[src/rtl/lvi_pkg.sv]
package lvi_pkg;

    localparam int NSRC  = 5;
    localparam int IDX_W = $clog2(NSRC);
    localparam int NLAT  = 3;

    typedef logic [IDX_W-1:0] idx_t;

    typedef enum logic [IDX_W-1:0] {
        SRC_NMI    = 3'd0,
        SRC_PIN_A  = 3'd1,
        SRC_PIN_B  = 3'd2,
        SRC_PERIPH = 3'd3,
        SRC_AUX    = 3'd4
    } src_e;

    typedef struct packed {
        logic valid;
        idx_t idx;
    } pick_t;

    typedef struct packed {
        logic nmi;
        logic mask;
    } busy_t;

    function automatic logic [15:0] vec_offset(idx_t i);
        return 16'(i) << 1;
    endfunction

endpackage

[src/rtl/lvi_sync.sv]
module lvi_sync #(
    parameter int W      = 3,
    parameter int STAGES = 2
) (
    input  logic         clk,
    input  logic         rst,
    input  logic [W-1:0] din,
    output logic [W-1:0] lvl,
    output logic [W-1:0] rise
);
    logic [STAGES:0][W-1:0] chain;

    always_ff @(posedge clk) begin
        if (rst) begin
            chain <= '0;
        end else begin
            chain[0] <= din;
            for (int s = 1; s <= STAGES; s++) begin
                chain[s] <= chain[s-1];
            end
        end
    end

    assign lvl  = chain[STAGES-1];
    assign rise = chain[STAGES-1] & ~chain[STAGES];
endmodule

[src/rtl/lvi_latch.sv]
module lvi_latch #(
    parameter int W = 3
) (
    input  logic         clk,
    input  logic         rst,
    input  logic [W-1:0] set,
    input  logic [W-1:0] clr,
    output logic [W-1:0] q
);
    always_ff @(posedge clk) begin
        if (rst) q <= '0;
        else     q <= (q & ~clr) | set;
    end
endmodule

[src/rtl/lvi_pick.sv]
module lvi_pick
    import lvi_pkg::*;
(
    input  logic [NSRC-1:0] elig,
    output pick_t           win
);
    always_comb begin
        win = '0;
        for (int i = NSRC - 1; i >= 0; i--) begin
            if (elig[i]) begin
                win.valid = 1'b1;
                win.idx   = idx_t'(i);
            end
        end
    end
endmodule

[src/rtl/lvi_top.sv]
module lvi_top
    import lvi_pkg::*;
#(
    parameter int                ADDR_W   = 12,
    parameter int                STAGES   = 2,
    parameter logic [ADDR_W-1:0] VEC_BASE = 12'h3F0
) (
    input  logic              clk,
    input  logic              rst,
    input  logic              nmi_pin,
    input  logic              pin_a,
    input  logic              pin_b,
    input  logic              pin_a_edge,
    input  logic              tmr_flag,
    input  logic              tmr_ie,
    input  logic              cnv_flag,
    input  logic              cnv_ie,
    input  logic              aux_flag,
    input  logic              glob_en,
    input  logic              irq_ack,
    input  logic              irq_ret,
    output logic              irq_req,
    output logic [IDX_W-1:0]  vec_idx,
    output logic [ADDR_W-1:0] vec_addr,
    output logic              wake
);
    logic [NLAT-1:0] pin_lvl, pin_rise;
    logic [NLAT-1:0] lat_set, lat_clr, lat_q, acc_hit;
    logic [NSRC-1:0] pend, elig;
    pick_t           sel;
    busy_t           busy, busy_nx;
    logic            accept;
    logic            mask_busy, nmi_busy;

    lvi_sync #(.W(NLAT), .STAGES(STAGES)) u_sync (
        .clk (clk),
        .rst (rst),
        .din ({pin_b, pin_a, nmi_pin}),
        .lvl (pin_lvl),
        .rise(pin_rise)
    );

    assign lat_set = {pin_rise[2], pin_rise[1] & pin_a_edge, pin_rise[0]};

    for (genvar c = 0; c < NLAT; c++) begin : g_clr
        assign acc_hit[c] = accept && (sel.idx == idx_t'(c));
    end

    assign lat_clr = acc_hit | {1'b0, ~pin_a_edge, 1'b0};

    lvi_latch #(.W(NLAT)) u_lat (
        .clk(clk),
        .rst(rst),
        .set(lat_set),
        .clr(lat_clr),
        .q  (lat_q)
    );

    always_comb begin
        pend             = '0;
        pend[SRC_NMI]    = lat_q[0];
        pend[SRC_PIN_A]  = pin_a_edge ? lat_q[1] : pin_lvl[1];
        pend[SRC_PIN_B]  = lat_q[2];
        pend[SRC_PERIPH] = (tmr_flag & tmr_ie) | (cnv_flag & cnv_ie);
        pend[SRC_AUX]    = aux_flag;
    end

    always_comb begin
        elig = '0;
        elig[SRC_NMI] = pend[SRC_NMI] & ~busy.nmi;
        for (int k = 1; k < NSRC; k++) begin
            elig[k] = pend[k] & glob_en & ~busy.mask & ~busy.nmi;
        end
    end

    lvi_pick u_pick (
        .elig(elig),
        .win (sel)
    );

    assign accept = irq_ack & sel.valid;

    always_comb begin
        busy_nx = busy;
        if (irq_ret) begin
            if (busy.nmi) busy_nx.nmi  = 1'b0;
            else          busy_nx.mask = 1'b0;
        end
        if (accept) begin
            if (sel.idx == SRC_NMI) busy_nx.nmi  = 1'b1;
            else                    busy_nx.mask = 1'b1;
        end
    end

    always_ff @(posedge clk) begin
        if (rst) busy <= '0;
        else     busy <= busy_nx;
    end

    assign mask_busy = busy.mask;
    assign nmi_busy  = busy.nmi;

    assign irq_req  = sel.valid;
    assign vec_idx  = sel.idx;
    assign vec_addr = VEC_BASE + ADDR_W'(vec_offset(sel.idx));
    assign wake     = |pend;
endmodule

[config.mk]
export PLATFORM = sky130hd
export DESIGN_NAME = lvi_top
export DESIGN_NICKNAME = d
export VERILOG_FILES = /design/src/rtl/lvi_pkg.sv /design/src/rtl/lvi_sync.sv /design/src/rtl/lvi_latch.sv /design/src/rtl/lvi_pick.sv /design/src/rtl/lvi_top.sv
export SDC_FILE = /design/constraint.sdc
export NUM_CORES = 1
export LEC_CHECK = 0
export BUFFER_PORTS_ARGS = -buffer_cell sky130_fd_sc_hd__buf_2
export CORE_UTILIZATION = 42
export CTS_BUF_LIST = sky130_fd_sc_hd__clkbuf_4
export CTS_CLUSTER_SIZE = 16
export DETAILED_ROUTE_END_ITERATION = 8
export PLACE_DENSITY = 0.82
export SETUP_SLACK_MARGIN = 0.2
export SLEW_MARGIN = 20
export SYNTH_ARGS = -nofsm -noshare
export SYNTH_HDL_FRONTEND = slang
export SYNTH_SLANG_ARGS = --single-unit
[constraint.sdc]
create_clock -name clk -period 1.5 [get_ports clk]
set_clock_uncertainty 0.1 [all_clocks]
set_input_delay 0.225 -clock clk [delete_from_list [all_inputs] [get_ports clk]]
set_output_delay 0.225 -clock clk [all_outputs]
set_load 0.005 [all_outputs]
==> metrics.md <==
| Metric | Value |
|---|---|
| Remaining Overflow, GRT | 0 |
| Initial antenna violation count | 0 |
| Yosys reg bits | 14 |
| Post-DP HPWL | 870 um |
| Mux cell area share after synthesis | 1.70% |
| DRT Pass-1 Iters | 3 |
| Full die area | 0.00174 mm2 |
| Synthesis-to-finish area growth | 40.2% |
| Clock power frac | 25.9% |
| Synthesized-area fraction occupied by adder cells | 0% |
| CP required | 1.17 ns |
| Largest net degree at the start of global routing | 15 |
| Post-synth cell types | 23 |
| Combinational power share | 21.8% |
| Port bufs | 21 |
| Peak Freq | 540 MHz |
| Post-Synth XOR/XNOR Area | 0% |
| # diodes | 0 |
| Synth area leaders | dfxtp_1 42%, buf_4 15%, nor2b_1 8.5%, a21oi_1 4.5%, nand2b_1 3.8% |
| Commonest non-fill, non-tap cell in the layout | buf_2 |
| Clk buf depth | 2 |
| Worst Setup Start Kind | register |
| TritonCTS clock tree | done |
| Final setup margin | -0.351 ns |
| Sw frac | 24.7% |
| Starting DRC count in detailed routing | 5 |
| Endpoints failing setup | 10 |
| Yosys warns | 0 |
| CP Data Arrival Time | 1.53 ns |
| Power per cell area | 816 mW/mm2 |
| Overall Global Routing Usage | 16.7% |
| Die H | 41.7 um |
| FP Rows | 13 |
| CTS Hold Buffers Added | 0 |
| Cell Int Power | 0.569 mW |
| Via count | 559 |
| Starting density of the core | 47.8% |
| Final nets | 119 |
| Number of global-route vias before repair | 564 |
| Routed WL | 1390 um |
| Post-synth top area share | 42.4% |
| Clock Tree Root | clkbuf_4 |
| Post-DRT Antenna Nets | 0 |
| Status | finished, violations left |
| RSZ-0062 raised after global routing | true |
| Cell taking the most area after synthesis | dfxtp_1 |
| CP endpoint kind | primary output |
| Max-cap violations | 0 |
| VDD IR max | 551 uV |
| CP Class | reg -> out |
| Sink Count | 14 |
| Filler instances | 119 |
| CORE AREA | 0.00138 mm2 |
| Per-cell routed wire length | 11.8 um |
| Worst-Skew Late Latency | 0.27 ns |
| CP max FO | 4 |
| Pins Over Slew Limit | 0 |
| Hold Violations, Final | 0 |
| Sequential area share after synthesis | 42.4% |
| Synth Area per Inst | 9.18 um2 |
| Mapped Area | 661 um2 |
| Failing checks | negative setup slack |
| Pre-CTS WS | -0.0402 ns |
| Worst-path clk slew | 0.08 ns |
| Drt via density | 4.74 |
| Post-synthesis simple-gate area fraction | 23.9% |
| Cells after synthesis | 72 |
| Main combinational cell family by area after synthesis | simple AND/OR/NAND/NOR gates |
| Commonest non-fill, non-tap cells in the layout | 21 x buf_2, 10 x buf_4, 9 x nor2b_1, 9 x conb_1, 9 x dfxtp_1 |
| Reg power frac | 52.3% |
| Die Span X | 41.7 um |
| Tcrit/Tclk final | 123% |
| Design Power | 0.756 mW |
| Global-route wire length before repair | 2240 um |
| Num CTS Buffers | 3 |
| Clock H-tree levels | 1 |
| Synth Area in Compound Gates | 13.8% |
| DRC errors left | 0 |
| Switch Pwr | 0.186 mW |
| RePlAce Congestion | 0.772 |
| Io pins | 31 |
| Leak | 0.433 nW |
| Final min period | 1.85 ns |
| Worst Hold Class | in -> reg |
| Layout cells sized above 1 | 52.4% |
## state kept, by name, summed over array words and instances, names as in the netlist
name          cells
u_sync.chain      6
mask_busy         1
u_lat.q           3
nmi_busy          1
u_sync.lvl        3
## cell usage after synthesis, drive strengths merged
| cell type | n |
|---|---|
| a21oi | 6 |
| a221o | 1 |
| a22oi | 1 |
| and2b | 1 |
| and3b | 1 |
| buf | 13 |
| conb | 2 |
| dfxtp | 14 |
| inv | 4 |
| mux2 | 1 |
| nand2 | 1 |
| nand2b | 4 |
| nor2 | 2 |
| nor2b | 9 |
| nor3 | 2 |
| nor3b | 1 |
| nor4 | 1 |
| nor4b | 1 |
| o21a | 1 |
| o21ai | 3 |
| o311ai | 1 |
| o31ai | 1 |
| or4b | 1 |
## worst paths after layout
| kind | start | to | slack [ns] | cells past startpoint |
|---|---|---|---|---|
| min | nmi_pin | u_sync.chain[0]$_SDFF_PP0_ | 0.07 | 2 |
| min reg2reg | u_sync.chain[1]$_SDFF_PP0_ | u_sync.lvl[1]$_SDFF_PP0_ | 0.34 | 1 |
| max | u_lat.q[0]$_SDFF_PP0_ | vec_idx[1] | -0.35 | 3 |
| max reg2reg | u_lat.q[0]$_SDFF_PP0_ | u_lat.q[2]$_SDFF_PP0_ | -0.17 | 5 |
## kinds of logic (layout without fill, tap and decap cells)
kind of cell / after synthesis / count (layout)
simple gates: 24 / 24
buf+inv: 17 / 41
compound gates: 14 / 14
flops: 14 / 14
other cells: 2 / 9
mux: 1 / 1
## power by group through the flow
stage          Sequential, mW  Clock, mW  Combinational (mW)
2_1_floorplan           0.402          0              0.0943
6_report                0.395      0.196               0.165
3_5_place_dp            0.403          0               0.126
3_3_place_gp            0.403          0               0.122
4_1_cts                 0.393      0.203               0.149
5_1_grt                 0.397      0.223               0.181
## critical path, stage by stage, from the launching register on
cell	delay (ns)
dfxtp_4	0.37
or4b_4	0.55
nor3b_4	0.20
buf_2	0.14
## timing repair
item	CTS	global route
setup endpoints to repair	11	11
endpoints found under the hold margin	0	0
resized for setup	10	5
pin swaps	2	1
buffers inserted	5	1
## metrics by stage
stage | hold slack, ns | setup TNS [ns] | cells | util [%] | area (um2)
after global routing | 0.0545 | -2.93 | 118 | 67.0 | 926
after global placement | 0.317 | -0.00124 | 109 | 57.6 | 797
after detailed placement | 0.324 | -0.140 | 109 | 57.6 | 797
after floorplan | 0.197 | -0.0316 | 79 | - | 718
after CTS | 0.0607 | -2.41 | 117 | 64.6 | 893
final | 0.0669 | -2.16 | 118 | 67.0 | 926
## cell type report
class | instances | area, um2 | area share [%]
inverter | 4 | 15.0 | 1.62
timing repair buffer | 34 | 214 | 23.1
sequential | 14 | 289 | 31.2
multi-input combinational | 48 | 367 | 39.6
tap | 15 | 18.8 | 2.03
clock buffer | 3 | 22.5 | 2.43
## per-layer routing
layer	track usage, %	share of wire (%)	vias to the layer above	wire (um)
met1	17.3	40	250	562
met5	0	0	-	0
met4	10.3	0.36	0	5
met2	30.9	55	22	771
met3	2.17	3.7	2	51
li1	-	-	285	-
(Power assumes the default switching activity.)
